--- src/rtl/fbg_pkg.sv ---
package fbg_pkg;
  localparam int FRAC_W = 3;
  typedef logic [FRAC_W-1:0] frac_t;

  // Add the fraction to the accumulator; bit FRAC_W is the stretch carry.
  function automatic logic [FRAC_W:0] frac_step(input frac_t acc, input frac_t n);
    return {1'b0, acc} + {1'b0, n};
  endfunction
endpackage

--- src/rtl/fbg_prescale.sv ---
module fbg_prescale #(
  parameter int PRESCALE = 10
) (
  input  logic clk,
  input  logic rst,
  output logic base_tick
);
  localparam int PS_W = (PRESCALE > 1) ? $clog2(PRESCALE) : 1;

  generate
    if (PRESCALE == 1) begin : g_pass
      assign base_tick = 1'b1;
    end else begin : g_cnt
      logic [PS_W-1:0] cnt_q;
      localparam logic [PS_W-1:0] LAST = PS_W'(PRESCALE - 1);
      always_ff @(posedge clk) begin
        if (rst)                cnt_q <= '0;
        else if (cnt_q == LAST) cnt_q <= '0;
        else                    cnt_q <= cnt_q + PS_W'(1);
      end
      assign base_tick = (cnt_q == LAST);
    end
  endgenerate
endmodule

--- src/rtl/fbg_div_hold.sv ---
module fbg_div_hold
  import fbg_pkg::*;
#(
  parameter int INT_W    = 8,
  parameter int DEF_INT  = 4,
  parameter int DEF_FRAC = 0
) (
  input  logic             clk,
  input  logic             rst,
  input  logic [INT_W-1:0] ld_int,
  input  frac_t            ld_frac,
  input  logic             ld,
  input  logic             boundary,
  output logic [INT_W-1:0] act_int,
  output frac_t            act_frac,
  output logic             pend,
  output logic             applied
);
  // Map a programmed integer to the tick count used per period.
  function automatic logic [INT_W-1:0] eff_int(input logic [INT_W-1:0] i, input frac_t f);
    if (i == '0 && f == '0) return INT_W'(1);
    else if (i < INT_W'(2))  return INT_W'(2);
    else                     return i;
  endfunction

  localparam logic [INT_W-1:0] RST_INT  = eff_int(INT_W'(DEF_INT), frac_t'(DEF_FRAC));
  localparam frac_t            RST_FRAC = frac_t'(DEF_FRAC);

  logic [INT_W-1:0] pend_int_q;
  frac_t            pend_frac_q;
  logic             pend_q;

  assign applied = boundary & pend_q;
  assign pend    = pend_q;

  always_ff @(posedge clk) begin
    if (rst) begin
      act_int     <= RST_INT;
      act_frac    <= RST_FRAC;
      pend_int_q  <= '0;
      pend_frac_q <= '0;
      pend_q      <= 1'b0;
    end else begin
      if (applied) begin
        act_int  <= pend_int_q;
        act_frac <= pend_frac_q;
      end
      if (ld) begin
        pend_int_q  <= eff_int(ld_int, ld_frac);
        pend_frac_q <= ld_frac;
        pend_q      <= 1'b1;
      end else if (boundary) begin
        pend_q <= 1'b0;
      end
    end
  end
endmodule

--- src/rtl/fbg_period.sv ---
module fbg_period
  import fbg_pkg::*;
#(
  parameter int INT_W = 8
) (
  input  logic             clk,
  input  logic             rst,
  input  logic             base_tick,
  input  logic [INT_W-1:0] act_int,
  input  frac_t            act_frac,
  input  logic             restart,
  output logic             boundary
);
  logic [INT_W-1:0] tick_q;
  frac_t            acc_q;
  logic [FRAC_W:0]  step;
  logic             stretch;
  logic [INT_W-1:0] last_tick;

  assign step      = frac_step(acc_q, act_frac);
  assign stretch   = step[FRAC_W];
  assign last_tick = act_int - INT_W'(1) + INT_W'(stretch);
  assign boundary  = base_tick && (tick_q == last_tick);

  always_ff @(posedge clk) begin
    if (rst) begin
      tick_q <= '0;
      acc_q  <= '0;
    end else if (base_tick) begin
      if (boundary) begin
        tick_q <= '0;
        acc_q  <= restart ? frac_t'(0) : step[FRAC_W-1:0];
      end else begin
        tick_q <= tick_q + INT_W'(1);
      end
    end
  end
endmodule

--- src/rtl/fbg_baud_gen.sv ---
module fbg_baud_gen
  import fbg_pkg::*;
#(
  parameter int PRESCALE = 10,
  parameter int INT_W    = 8,
  parameter int DEF_INT  = 4,
  parameter int DEF_FRAC = 0
) (
  input  logic             clk,
  input  logic             rst,
  input  logic [INT_W-1:0] div_int,
  input  logic [2:0]       div_frac,
  input  logic             div_load,
  output logic             bit_en,
  output logic             div_applied
);
  logic             base_tick;
  logic             boundary;
  logic             pend;
  logic             applied;
  logic [INT_W-1:0] act_int;
  frac_t            act_frac;

  fbg_prescale #(.PRESCALE(PRESCALE)) u_pre (
    .clk(clk), .rst(rst), .base_tick(base_tick)
  );

  fbg_div_hold #(.INT_W(INT_W), .DEF_INT(DEF_INT), .DEF_FRAC(DEF_FRAC)) u_hold (
    .clk(clk), .rst(rst), .ld_int(div_int), .ld_frac(frac_t'(div_frac)),
    .ld(div_load), .boundary(boundary), .act_int(act_int), .act_frac(act_frac),
    .pend(pend), .applied(applied)
  );

  fbg_period #(.INT_W(INT_W)) u_per (
    .clk(clk), .rst(rst), .base_tick(base_tick), .act_int(act_int),
    .act_frac(act_frac), .restart(applied), .boundary(boundary)
  );

  always_ff @(posedge clk) begin
    if (rst) begin
      bit_en      <= 1'b0;
      div_applied <= 1'b0;
    end else begin
      bit_en      <= boundary;
      div_applied <= applied;
    end
  end
endmodule

--- config.mk ---
export PLATFORM = sky130hd
export DESIGN_NAME = fbg_baud_gen
export DESIGN_NICKNAME = d
export VERILOG_FILES = /design/src/rtl/fbg_pkg.sv /design/src/rtl/fbg_prescale.sv /design/src/rtl/fbg_div_hold.sv /design/src/rtl/fbg_period.sv /design/src/rtl/fbg_baud_gen.sv
export SDC_FILE = /design/constraint.sdc
export NUM_CORES = 1
export LEC_CHECK = 0
export BUFFER_PORTS_ARGS = -buffer_cell sky130_fd_sc_hd__buf_2
export CORE_MARGIN = 3
export CORE_UTILIZATION = 40
export DETAILED_ROUTE_END_ITERATION = 12
export GPL_ROUTABILITY_DRIVEN = 0
export HOLD_SLACK_MARGIN = 0.05
export PLACE_DENSITY = 0.66
export RECOVER_POWER = 50
export SLEW_MARGIN = 15
export SYNTH_ARGS = -nofsm -noshare
export SYNTH_HDL_FRONTEND = slang
export SYNTH_HIERARCHICAL = 1
export SYNTH_SLANG_ARGS = --single-unit
--- constraint.sdc ---
create_clock -name clk -period 3.46 [get_ports clk]
set_input_delay 0.173 -clock clk [delete_from_list [all_inputs] [get_ports clk]]
set_output_delay 0.173 -clock clk [all_outputs]
set_load 0.03 [all_outputs]
Word-level counts from Yosys, hierarchy flattened
Index checks and enable logic that the tools add are counted.
- multiplexer cells: 6
- eq/ne operators: 2
- reduce and logical (&&, ||, !) cells: 7
- bitwise logic cells: 1
- $lt $le $gt $ge: 1
- $add $sub $neg: 5
- operators by type and width (operator ; count):
    two-way mux 8 bit ; 3
    adder 8 x 1 -> 8 bit ; 1
    adder 8 x 1 -> 8 bit (second input constant) ; 1
    equality test 8 bit ; 1
    zero test 8 bit ; 1
    less-than comparator 8 x 2 -> 1 bit (second input constant) ; 1
    subtractor 8 x 1 -> 8 bit (second input constant) ; 1
    adder 3 x 3 -> 4 bit ; 1
    adder 4 x 1 -> 4 bit (second input constant) ; 1
    equality test 4 bit (second input constant) ; 1
    zero test 3 bit ; 1
    two-way mux 3 bit ; 1
    logical AND 1 bit ; 2
    two-way mux 1 bit ; 2
    AND reduction 2 bit ; 1
    nonzero test 2 bit ; 1
    OR reduction 2 bit ; 1
    bitwise AND 1 bit ; 1
- bits in registers: 40
- output and inout port bits: 2

Logic depth before layout (Yosys ltp)
- word-level depth: 6
- depth in mapped cells: 17
- gate-level depth less buffers: 14

By module
Netlist, hierarchy kept.
- modules (own cells, without submodules) (module ; times used ; area each (um2) ; sequential area each (um2) ; cells an instance):
    fbg_period ; 1 ; 957.2 ; 220.2 ; 102
    fbg_div_hold ; 1 ; 882.1 ; 460.4 ; 98
    fbg_prescale ; 1 ; 183.9 ; 80.1 ; 20
    fbg_baud_gen ; 1 ; 52.6 ; 40.0 ; 4

Least setup slack after synthesis
OpenSTA, ideal clock, no wires.
- path type: register to register
- from: register u_hold.act_frac[1]
- to: register u_per.acc_q[0]
- stages on the path, launching flop included: 17
- period minus slack after synthesis: 3276 ps
- arrival: 3204 ps
- path slack: 184 ps
- data required time: 3388 ps
- cells stage by stage: dfxtp_1 > ha_1 > a21o_1 > a21oi_1 > ha_1 > ha_1 > clkbuf_1 > nand2_1 > xnor2_1 > and3_1 > o311a_4 > buf_12 > nand2_1 > inv_2 > buf_4 > or3b_2 > mux2i_1
- longest elaborated chain between the ends: 6
- elaborated cells on any way between the ends: 7
- classes of those cells: add/sub (2); eq/ne (1); mux (1); bitwise (1); reduce/logical (2)
- ends and longest elaborated chain (what ; line ; source):
    from (decl) ; fbg_div_hold.sv:15 ; output frac_t act_frac,
    from (signal assigned) ; fbg_div_hold.sv:46 ; act_frac <= pend_frac_q;
    adder 3 x 3 -> 4 bit ; fbg_pkg.sv:7 ; return {1'b0, acc} + {1'b0, n};
    adder 8 x 1 -> 8 bit ; fbg_period.sv:22 ; assign last_tick = act_int - INT_W'(1) + INT_W'(stretch);
    equality test 8 bit ; fbg_period.sv:23 ; assign boundary = base_tick && (tick_q == last_tick);
    logical AND 1 bit ; fbg_period.sv:23 ;
    named net boundary ; fbg_baud_gen.sv:18 ; logic boundary;
    bitwise AND 1 bit ; fbg_div_hold.sv:33 ; assign applied = boundary & pend_q;
    named net applied ; fbg_baud_gen.sv:20 ; logic applied;
    two-way mux 3 bit ; fbg_period.sv:32 ; acc_q <= restart ? frac_t'(0) : step[FRAC_W-1:0];
    to (signal assigned) ; fbg_period.sv:32 ;
    to (decl) ; fbg_period.sv:15 ; frac_t acc_q;
The timed path passes the listed nets, and every way through them passes these cells.
A chain may end at the register's enable or synchronous reset.

Worst setup path after layout
Ends and elaborated chain as after synthesis.

==> results.ini <==
[critical_path]
cp.required_ns=3.69
critPathCaptureType=flip-flop
r2r-end=u_per/acc_q[0]
cp_common_cell=ha_1
path_cells=ha_1, a21o_1, a21oi_1, ha_1, ha_1, nand2_1, xnor2_1, and3_1, o311a_4, nand2_1, inv_2, or3b_2, mux2i_1
timing.rr.start=u_hold/act_frac[1]
path_buf_inv=1
r2r_slack_ns=0.33
crit_family=simple AND/OR/NAND/NOR gates
r2r_cells=13
worstPathArrival_ns=3.36
cp_max_fo=15
crit_path_max_incr_delay_ns=0.48
critical_path_class=flip-flop to flip-flop
cpMaxStageDelayCell=or3b_2
cp-start-kind=flip-flop

[detailed_routing]
drt_wl_total_microns=3660
wl_per_cell_microns=12.1
avgViaCountPerCell=4.93
first_pass_iters=4
drc=0
vias=1495
dr.first_iter.drc_count=62
detail-route-antenna-nets=0

[floorplanning]
core_area_sq_um=4880
die_w_microns=78.0
fp.dieH_microns=78.0
dieArea_sq_um=6090
ios=16
start_util=0.425
rows=25

[yosys]
ys_top_cells_by_count=40 x dfxtp_1, 32 x nand2_1, 18 x nor2_1
synth.top_cell.area_share=0.386
synth.distinct_cells=44
synthTopCellsByArea=dfxtp_1 39%, nand2_1 5.8%, ha_1 4.8%
yosysMostFrequentCell=dfxtp_1
synthFlopType=dfxtp_1
mappedNetlistArea_sq_um=2080
yosysSeqAreaShare=0.386
syn_nets=247
synth_warnings=6
synthCells=224
async_reset_ff_frac=0
yosysTopAreaCell=dfxtp_1
ys_ff_latch=40
syn_avg_cell_area_sq_um=9.27
synth_edf_count=0

[global_routing]
grt_max_degree=46
grt_usage=0.137
grt_pass1_wl_microns=6580
antenna_found_initial=0
overflow=0
grt_pass1_vias=1414

[sta]
period_needed_ns=3.13
final.setup.tns_ns=0
rsz0062_at_grt=no
finalHoldViolations=0
relSlewSlack=-0.324
tightest_slew_ns=1.99
timing.fmax_mhz=320
finClkSkew_ns=0.00822
finalMaxSlewViolations=46
fin_crit_sh=0.904
fin_ws_ns=0.333
setup_viol=0

[job]
cap_viol_max_count=1

[final_layout]
n_antenna_cell=0
ff_latch_area_sq_um=801
nets=259
area_growth_pct=7.47
drive_gt1_frac=0.165
n_fill_cell=500
multi_input_area_sq_um=1150

[clock_tree]
cts_made_buffers=5
root_buffer=clkbuf_8
clk_latency_ns=0.29
cts_setup_buffers=0
cts_tree=yes
post_cts_resize_count=0
cts_max_path_buffers=2
cts-hold-fix-buffers=0
cts.sinks=40
htree_num_levels=2
clk_pin_slew_ns=0.08

[outcome]
status=complete, but fails checks
violations=max-capacitance violations, max-slew violations

[place]
numPortBuffers=15
place_hpwl_microns=2620
pre_cts_ws_ns=0.344

[worst_hold_path]
min_to=u_hold/pend_frac_q[2]
min_path_cells=3
hp-class=input port to flip-flop
holdCritStartpoint=div_frac[2]

[power_and_ir_drop]
powerDensity_nw_per_um2=366
p_leak_nw=0.842
max-vdd-ir-drop_mv=0.215

report_power, final:
group          switching (W)  leakage (nW)  internal [W]  total (W)
sequential        0.00000782         0.325      0.000472   0.000479
combinational      0.0000254         0.476     0.0000186  0.0000440
clock               0.000156        0.0400      0.000136   0.000292
total               0.000189         0.842      0.000627   0.000816
tightest hold or removal path: stages:
cell,delay (ns)
buf_2,0.09
mux2i_1,0.06
nor2_1,0.07
layer usage:
layer / routed length (microns) / up-vias / GRT usage
met5: 0 / - / 0
met4: 63 / 0 / 0.0524
met3: 90 / 5 / 0.0344
met2: 1810 / 12 / 0.217
met1: 1700 / 694 / 0.179
li1: - / 784 / -
logic make-up after synthesis:
logic type | count (synthesis) | share of synthesized area
buf+inv | 21 | 0.0567
simple gates | 100 | 0.281
fa+ha+maj | 9 | 0.0579
compound gates | 25 | 0.0844
xor+xnor | 17 | 0.0754
flops | 40 | 0.386
mux | 12 | 0.0591
through the flow:
| stage | hold WS, ns | cells | instance area, sq um | util | total power [W] |
|---|---|---|---|---|---|
| final | 0.138 | 303 | 2230 | 0.457 | 0.000816 |
| after global routing | 0.167 | 303 | 2230 | 0.457 | 0.000855 |
| after CTS | 0.137 | 303 | 2250 | 0.461 | 0.000825 |
| after detailed placement | 0.445 | 296 | 2170 | 0.444 | 0.000535 |
| after global placement | 0.438 | 296 | 2170 | 0.444 | 0.000534 |
| after floorplan | 0.242 | 224 | 2080 | - | 0.000516 |
registers in the layout, summed over array words and instances, names as in the netlist:
register	count
u_hold/pend	1
u_hold/pend_frac_q	3
u_per/tick_q	8
u_per/acc_q	3
u_pre/g_cnt.cnt_q	4
u_hold/pend_int_q	8
div_applied	1
bit_en	1
u_hold/act_int	8
u_hold/act_frac	3
layout make-up:
type,count,area share
inverters,9,0.0151
well taps,67,0.0376
clock buffers,5,0.0308
multi-input cells,163,0.514
clock inverters,2,0.00561
flip-flops and latches,40,0.359
repair buffers,17,0.0376
worst max path at each step:
stage | end | start | cells after the start
2_1_floorplan | u_per/acc_q[0] | u_hold/act_frac[1] | 16
3_3_place_gp | u_per/acc_q[0] | u_hold/act_frac[1] | 13
3_5_place_dp | u_per/acc_q[0] | u_hold/act_frac[1] | 13
4_1_cts | u_per/acc_q[0] | u_hold/act_frac[1] | 13
5_1_grt | u_hold/pend | u_hold/act_frac[1] | 13
6_report | u_per/acc_q[0] | u_hold/act_frac[1] | 13
placed cells by master (no fill, tap or decap), types with 4 or more instances in the layout:
master     n
nand3b_1   4
buf_2     12
a21oi_1   13
nand3_1    8
nand4_1    4
xor2_1     8
nand2_1   32
inv_1      8
nor3_1     5
dfxtp_1   40
ha_1       8
nor3_2     5
xnor2_1    8
clkbuf_8   5
mux2i_1   10
nor2_1    18
nor2b_1    4
Note: power is estimated with default switching activity, not from simulation.
